## config.mk

```make
export PLATFORM = sky130hd
export DESIGN_NAME = irq_ctrl
export DESIGN_NICKNAME = d
export VERILOG_FILES = /design/src/rtl/irq_pkg.sv /design/src/rtl/irq_extsrc.sv /design/src/rtl/irq_pick.sv /design/src/rtl/irq_ctrl.sv
export SDC_FILE = /design/constraint.sdc
export NUM_CORES = 1
export LEC_CHECK = 0
export ABC_CLOCK_PERIOD_IN_PS = 2600
export BUFFER_PORTS_ARGS = -buffer_cell sky130_fd_sc_hd__buf_2
export CORE_MARGIN = 5
export CORE_UTILIZATION = 38
export DETAILED_ROUTE_END_ITERATION = 8
export PLACE_DENSITY = 0.93
export RECOVER_POWER = 25
export SYNTH_ARGS = -nofsm -noshare
export SYNTH_HDL_FRONTEND = slang
export SYNTH_SLANG_ARGS = --single-unit
```

## constraint.sdc

```tcl
create_clock -name clk -period 2.6 [get_ports clk]
set_clock_uncertainty 0.15 [all_clocks]
set_input_delay 0.52 -clock clk [delete_from_list [all_inputs] [get_ports clk]]
set_output_delay 0.52 -clock clk [all_outputs]
set_load 0.005 [all_outputs]
```

## src/rtl/irq_pkg.sv

```systemverilog
package irq_pkg;
    localparam logic [7:0] OPT_ADDR     = 8'hC8;
    localparam int         OPT_LVL1_BIT = 6;
    localparam int         OPT_POL2_BIT = 5;
    localparam int         OPT_GEN_BIT  = 4;

    localparam int NUM_PER = 6;
    localparam int PER_TMR = 0;
    localparam int PER_ADC = 1;
    localparam int PER_ARO = 2;
    localparam int PER_ARC = 3;
    localparam int PER_ARE = 4;
    localparam int PER_SPI = 5;

    typedef enum logic [2:0] {
        VEC_NMI = 3'd0,
        VEC_1   = 3'd1,
        VEC_2   = 3'd2,
        VEC_3   = 3'd3,
        VEC_4   = 3'd4
    } vec_e;

    typedef struct packed {
        logic lvl1;
        logic pol2;
        logic gen;
    } opt_t;

    function automatic opt_t decode_opt(input logic [7:0] d);
        opt_t o;
        o.lvl1 = d[OPT_LVL1_BIT];
        o.pol2 = d[OPT_POL2_BIT];
        o.gen  = d[OPT_GEN_BIT];
        return o;
    endfunction

    // returns {vec4, vec3, vec2} contributions of the gated peripherals
    function automatic logic [2:0] per_fold(input logic [NUM_PER-1:0] g);
        logic [2:0] v;
        v[0] = g[PER_SPI];
        v[1] = g[PER_ARO] | g[PER_ARC] | g[PER_ARE];
        v[2] = g[PER_TMR] | g[PER_ADC];
        return v;
    endfunction
endpackage

```

## src/rtl/irq_extsrc.sv

```systemverilog
module irq_extsrc #(
    parameter int W = 8
) (
    input  logic         clk,
    input  logic         rst,
    input  logic [W-1:0] pins,
    input  logic [W-1:0] en,
    input  logic         level_mode,
    input  logic         active_high,
    input  logic         clr,
    output logic         req
);
    logic s1, s2, s3, pend;
    logic gated, edge_hit;

    assign gated    = |(pins & en);
    assign edge_hit = (s2 != s3) && (s2 == active_high);

    always_ff @(posedge clk) begin
        if (rst) begin
            s1   <= 1'b0;
            s2   <= 1'b0;
            s3   <= 1'b0;
            pend <= 1'b0;
        end else begin
            s1 <= gated;
            s2 <= s1;
            s3 <= s2;
            if (level_mode) pend <= 1'b0;
            else            pend <= edge_hit | (pend & ~clr);
        end
    end

    always_comb begin
        if (level_mode) req = (s2 == active_high);
        else            req = pend | edge_hit;
    end

    AST_ACK_CLEARS: assert property (@(posedge clk) disable iff (rst)
        (clr && !edge_hit) |=> !pend);
endmodule

```

## src/rtl/irq_pick.sv

```systemverilog
module irq_pick
    import irq_pkg::*;
(
    input  logic       clk,
    input  logic       rst,
    input  logic       nmi,
    input  logic       gen,
    input  logic [3:0] vreq,
    input  logic       ack,
    output logic       valid,
    output vec_e       vec
);
    logic any_cand;
    vec_e cand;

    always_comb begin
        any_cand = 1'b1;
        cand     = VEC_NMI;
        if (nmi)                cand = VEC_NMI;
        else if (gen && vreq[0]) cand = VEC_1;
        else if (gen && vreq[1]) cand = VEC_2;
        else if (gen && vreq[2]) cand = VEC_3;
        else if (gen && vreq[3]) cand = VEC_4;
        else                    any_cand = 1'b0;
    end

    always_ff @(posedge clk) begin
        if (rst) begin
            valid <= 1'b0;
            vec   <= VEC_NMI;
        end else if (valid) begin
            if (ack) valid <= 1'b0;
        end else if (any_cand) begin
            valid <= 1'b1;
            vec   <= cand;
        end
    end

    AST_HOLD_UNTIL_ACK: assert property (@(posedge clk) disable iff (rst)
        (valid && !ack) |=> (valid && $stable(vec)));
    AST_NMI_FIRST: assert property (@(posedge clk) disable iff (rst)
        (!valid && nmi) |=> (valid && vec == VEC_NMI));
    AST_GEN_BLOCKS: assert property (@(posedge clk) disable iff (rst)
        (!valid && !gen) |=> (!valid || vec == VEC_NMI));
endmodule

```

## src/rtl/irq_ctrl.sv

```systemverilog
module irq_ctrl
    import irq_pkg::*;
#(
    parameter int G1_W = 8,
    parameter int G2_W = 8
) (
    input  logic                clk,
    input  logic                rst,
    input  logic                wr_en,
    input  logic [7:0]          wr_addr,
    input  logic [7:0]          wr_data,
    input  logic                nmi,
    input  logic [NUM_PER-1:0]  per_req,
    input  logic [NUM_PER-1:0]  per_mask,
    input  logic [G1_W-1:0]     grp1_pins,
    input  logic [G1_W-1:0]     grp1_en,
    input  logic [G2_W-1:0]     grp2_pins,
    input  logic [G2_W-1:0]     grp2_en,
    input  logic                irq_ack,
    output logic                irq_valid,
    output logic [2:0]          irq_vec,
    output logic                wake
);
    opt_t       opt;
    logic       ext1_req, ext2_req, clr1, clr2;
    logic [2:0] per_v;
    logic [3:0] vreq;
    vec_e       vec_q;

    always_ff @(posedge clk) begin
        if (rst)                                opt <= '0;
        else if (wr_en && wr_addr == OPT_ADDR)  opt <= decode_opt(wr_data);
    end

    assign clr1 = irq_valid && irq_ack && (vec_q == VEC_1);
    assign clr2 = irq_valid && irq_ack && (vec_q == VEC_2);

    irq_extsrc #(.W(G1_W)) u_ext1 (
        .clk(clk), .rst(rst), .pins(grp1_pins), .en(grp1_en),
        .level_mode(opt.lvl1), .active_high(1'b1), .clr(clr1), .req(ext1_req)
    );

    irq_extsrc #(.W(G2_W)) u_ext2 (
        .clk(clk), .rst(rst), .pins(grp2_pins), .en(grp2_en),
        .level_mode(1'b0), .active_high(opt.pol2), .clr(clr2), .req(ext2_req)
    );

    assign per_v = per_fold(per_req & per_mask);
    assign vreq  = {per_v[2], per_v[1], per_v[0] | ext2_req, ext1_req};

    irq_pick u_pick (
        .clk(clk), .rst(rst), .nmi(nmi), .gen(opt.gen), .vreq(vreq),
        .ack(irq_ack), .valid(irq_valid), .vec(vec_q)
    );

    assign irq_vec = vec_q;
    assign wake    = opt.gen && (nmi || (|vreq));

    AST_NO_WAKE_OFF: assert property (@(posedge clk) disable iff (rst)
        !opt.gen |-> !wake);
    AST_VEC_RANGE: assert property (@(posedge clk) disable iff (rst)
        irq_valid |-> (irq_vec <= 3'd4));
    AST_RESET_IDLE: assert property (@(posedge clk)
        rst |=> (!irq_valid && !wake));
endmodule

```

=== Yosys cells after proc, flatten, opt, wreduce, memory -nomap -nowiden ===
Index checks and enable logic that the tools add are counted.
W data, S select, Z words.

* Register bits: 15
* Input port bits: 65
* Output and inout port bits: 5

* Equality and inequality tests: 6
* Multiplexer cells: 14
* Bitwise operators: 16
* Reduce and logical (&&, ||, !) cells: 17

{| class="wikitable"
|+ Operators with widths
! operator !! number
|-
| $and A8 B8 Y8 || 2
|-
| $reduce_or A8 Y1 || 2
|-
| $mux W3 || 5
|-
| $logic_and A1 B1 Y1 || 11
|-
| $mux W1 || 9
|-
| $eq A8 B8 Y1 const B || 1
|-
| $or A1 B1 Y1 || 8
|-
| $and A6 B6 Y6 || 1
|-
| $reduce_or A4 Y1 || 1
|-
| $eq A3 B1 Y1 const B || 1
|-
| $eq A3 B2 Y1 const B || 1
|-
| $not A1 Y1 || 3
|-
| $and A1 B1 Y1 || 2
|-
| $ne A1 B1 Y1 || 2
|-
| $reduce_and A2 Y1 || 1
|-
| $reduce_or A2 Y1 || 1
|-
| $eq A1 B1 Y1 || 1
|-
| $logic_or A1 B1 Y1 || 1
|}

=== Longest topological paths before layout ===
* Word-level depth: 10
* Mapped depth: 4
* Depth with buffers taken out: 4

=== Cells and area by module ===
From an unflattened synthesis, not the netlist that was laid out.

* Cells, all modules: 96
* Area total of the unflattened synthesis: 845.8 µm²

{| class="wikitable"
|+ By module, submodules not included
! module !! times used !! cells an instance !! area each (µm²) !! sequential area each (µm²)
|-
| irq_extsrc || 2 || 21 || 197.7 || 80.1
|-
| irq_ctrl || 1 || 29 || 236.5 || 60.1
|-
| irq_pick || 1 || 25 || 214.0 || 80.1
|}

=== Worst setup path after synthesis ===
Ideal clock, no wire load.

* Path kind: input to output
* From: input port per_req[2]
* To: output port wake
* Arrival time: 1.255 ns
* Data required time: 1.930 ns
* Setup slack: 0.675 ns
* Stages on the path: 3
* Path buffers: 0
* Path through: a222oi_1 and2_1 a31oi_1

* Cells in the longest elaborated chain, start to end: 6

{| class="wikitable"
|+ Ends and longest elaborated chain
! item !! RTL line !! text
|-
| from (decl) || irq_ctrl.sv:13 || <nowiki>input logic [NUM_PER-1:0] per_req,</nowiki>
|-
| $and A6 B6 Y6 || irq_ctrl.sv:48 || <nowiki>assign per_v = per_fold(per_req & per_mask);</nowiki>
|-
| $or A1 B1 Y1 (2 in series) || irq_pkg.sv:41 || <nowiki>v[1] = g[PER_ARO] | g[PER_ARC] | g[PER_ARE];</nowiki>
|-
| $reduce_or A4 Y1 || irq_ctrl.sv:57 || <nowiki>assign wake = opt.gen && (nmi || (|vreq));</nowiki>
|-
| $logic_or A1 B1 Y1 || irq_ctrl.sv:57 ||
|-
| $logic_and A1 B1 Y1 || irq_ctrl.sv:57 ||
|-
| to (decl) || irq_ctrl.sv:22 || <nowiki>output logic wake</nowiki>
|}

Every way passes these cells.

=== Worst setup path in the final report ===
Same ends and word-level chain as after synthesis.

==> results.sh <==
export IMPL_run_status="complete, no violations"
export IMPL_leakagePower_nw=0.553
export IMPL_synth_yosys_seq_area_share_pct=40.0
export IMPL_post_cts_resized=0
export IMPL_cts_tree="built"
export IMPL_cp_data_arrival_time_ns=1.72
export IMPL_rsz0062_at_grt="no"
export IMPL_crit_fanout=4
export IMPL_period_needed_ns=2.39
export IMPL_crit_path_max_incr_delay_ns=0.57
export IMPL_ys_types=31
export IMPL_regArea_um2=300
export IMPL_die_h_um=54.4
export IMPL_synth_edf_count=0
export IMPL_io_pins=70
export IMPL_insertion_delay_ns=0.28
export IMPL_clock_sinks=15
export IMPL_drt_iter0_markers=23
export IMPL_fin_tns_setup_ns=0
export IMPL_end_kind="output port"
export IMPL_fillers=173
export IMPL_ys_async_sr_fraction_pct=0
export IMPL_setup_viol=0
export IMPL_timing_final_crit_share_pct=91.7
export IMPL_hold_buffers=0
export IMPL_wl_per_cell_um=13.3
export IMPL_syn_area_um2=751
export IMPL_start_kind="primary input"
export IMPL_core_um2=1920
export IMPL_power_density_nw_per_um2=419
export IMPL_postCtsSetupRepairBufs=0
export IMPL_place_hpwl_um=1950
export IMPL_drc=0
export IMPL_cp_required_ns=1.93
export IMPL_yosys_most_used_dff="dfxtp_1"
export IMPL_clockBufferDepth=2
export IMPL_multi_input_area_um2=435
export IMPL_ant_nets=0
export IMPL_start_util_pct=39.1
export IMPL_synthCells=80
export IMPL_fmax_mhz=419
export IMPL_maxCapViolations=0
export IMPL_h_tree_depth=1
export IMPL_grt_max_degree=17
export IMPL_drive_gt1_share_pct=49.0
export IMPL_core_rowCount=16
export IMPL_crit_chain="buf_2, a222oi_1, and2_1, a31oi_1, buf_2"
export IMPL_worst_path_max_delay_cell="a222oi_1"
export IMPL_path_class="primary input to output port"
export IMPL_routed_wl_um=2320
export IMPL_cts_buffers=3
export IMPL_die_area_um2=2960
export IMPL_worst_ir_drop_vdd_mv=0.365
export IMPL_die_w_um=54.4
export IMPL_gp_congestion=0.782
export IMPL_portBuffers=64
export IMPL_area_growth_pct=50.0
export IMPL_crit_path_frequent_cell="buf_2"
export IMPL_ys_warn_count=0
export IMPL_drtPass1Iterations=4
export IMPL_grt_pass1_wl_um=3650
export IMPL_clk_pin_slew_worst_paths_ns=0.09
export IMPL_ys_seq_elements=15
export IMPL_maxSlewViolCount=0
export IMPL_syn_area_per_cell_um2=9.38
export IMPL_final_common_cell="buf_2"
export IMPL_nNetsFinal=213
export IMPL_first_global_vias=975
export IMPL_track_usage_pct=17.2
export IMPL_overflow=0
export IMPL_max_slew_margin_rel_pct=54.0
export IMPL_insertedDiodeCount=0
export IMPL_vias=902
export IMPL_hold_violations=0
export IMPL_holdCritPathClass="register to register"
export IMPL_syn_num_nets=145
export IMPL_cts_root_buf="clkbuf_4"
export IMPL_avgViaCountPerCell=5.18
export IMPL_final_cell_mix="63 x buf_2, 15 x dfxtp_1, 9 x a22oi_1"
export IMPL_tightest_slew_ns=0.691
export IMPL_post_route_util_pct=58.6
export IMPL_antenna_found_initial=0
==> critical path: cells and delay by family <==
family | cells | cell delay [ns]
AND/OR/NAND/NOR | 1 | 0.26
buffers and inverters | 2 | 0.25
AO/OA/AOI/OAI | 2 | 0.67
==> sequential cells by signal, summed over array words and instances (netlist names) <==
name and flops:
u_ext1.s1 1, u_ext1.s3 1, u_ext2.s2 1, u_pick.vec 3, u_pick.valid 1, u_ext1.pend 1, u_ext1.s2 1, u_ext2.s3 1
opt 3, u_ext2.s1 1, u_ext2.pend 1
==> cell type report <==
cell class,count,share of cell area (%)
multi-input cells,61,38.7
clock buffers,4,2.33
inverters,3,1.00
flip-flops and latches,15,26.7
well taps,27,3.00
repair buffers,64,28.3
==> power by group <==
part,internal [mW],leakage (nW),switching [mW]
registers,0.238,0.123,0.00552
logic,0.0566,0.415,0.0393
clock network,0.0596,0.0150,0.0721
==> logic make-up (layout without fill, tap and decap cells) <==
group | Yosys count | in the layout | share of synthesized area (%)
and+or+nand+nor | 28 | 28 | 21.2
AOI/OAI and AO/OA | 30 | 30 | 32.8
muxes | 3 | 3 | 4.00
buffers and inverters | 4 | 71 | 2.00
DFF | 15 | 15 | 40.0
==> routing by layer <==
layer / GRT usage (%) / up-vias / wire (um) / share of wire [%]
met5: 0 / - / 0 / 0
met4: 9.54 / 0 / 61 / 2.6
met3: 4.09 / 8 / 231 / 10
met2: 33.1 / 55 / 1240 / 54
met1: 16.4 / 395 / 782 / 34
li1: - / 444 / - / -
==> through the flow <==
step / total power, mW / instances / worst slack (ns) / instance area [um2] / hold slack [ns]
2_1_floorplan: 0.291 / 80 / 0.675 / 751 / 0.264
3_3_place_gp: 0.340 / 170 / 0.371 / 1100 / 0.271
3_5_place_dp: 0.345 / 170 / 0.307 / 1100 / 0.276
4_1_cts: 0.476 / 174 / 0.278 / 1130 / 0.302
5_1_grt: 0.499 / 174 / 0.148 / 1130 / 0.316
6_report: 0.472 / 174 / 0.215 / 1130 / 0.294
==> synth_stat cells (2+ instances only) <==
| cell | number | share of area [%] |
|---|---|---|
| inv_1 | 3 | 1.5 |
| nor2b_1 | 6 | 5.0 |
| a22oi_1 | 9 | 9.0 |
| nor3_1 | 3 | 2.0 |
| mux2i_1 | 3 | 4.0 |
| a31oi_1 | 3 | 2.5 |
| nor2_1 | 6 | 3.0 |
| nand2_1 | 3 | 1.5 |
| a41oi_1 | 2 | 2.3 |
| a21oi_1 | 5 | 3.3 |
| dfxtp_1 | 15 | 40 |
| nand2b_1 | 3 | 2.5 |
==> worst paths after layout <==
path / end / from / cells after the start / slack, ns
setup reg to reg: u_ext1.pend / u_pick.valid / 4 / 0.96
hold / removal: u_ext1.s2 / u_ext1.s1 / 1 / 0.29
setup / recovery: wake / per_req[2] / 5 / 0.21
hold reg to reg: u_ext1.s2 / u_ext1.s1 / 1 / 0.29
(Power assumes the default switching activity.)
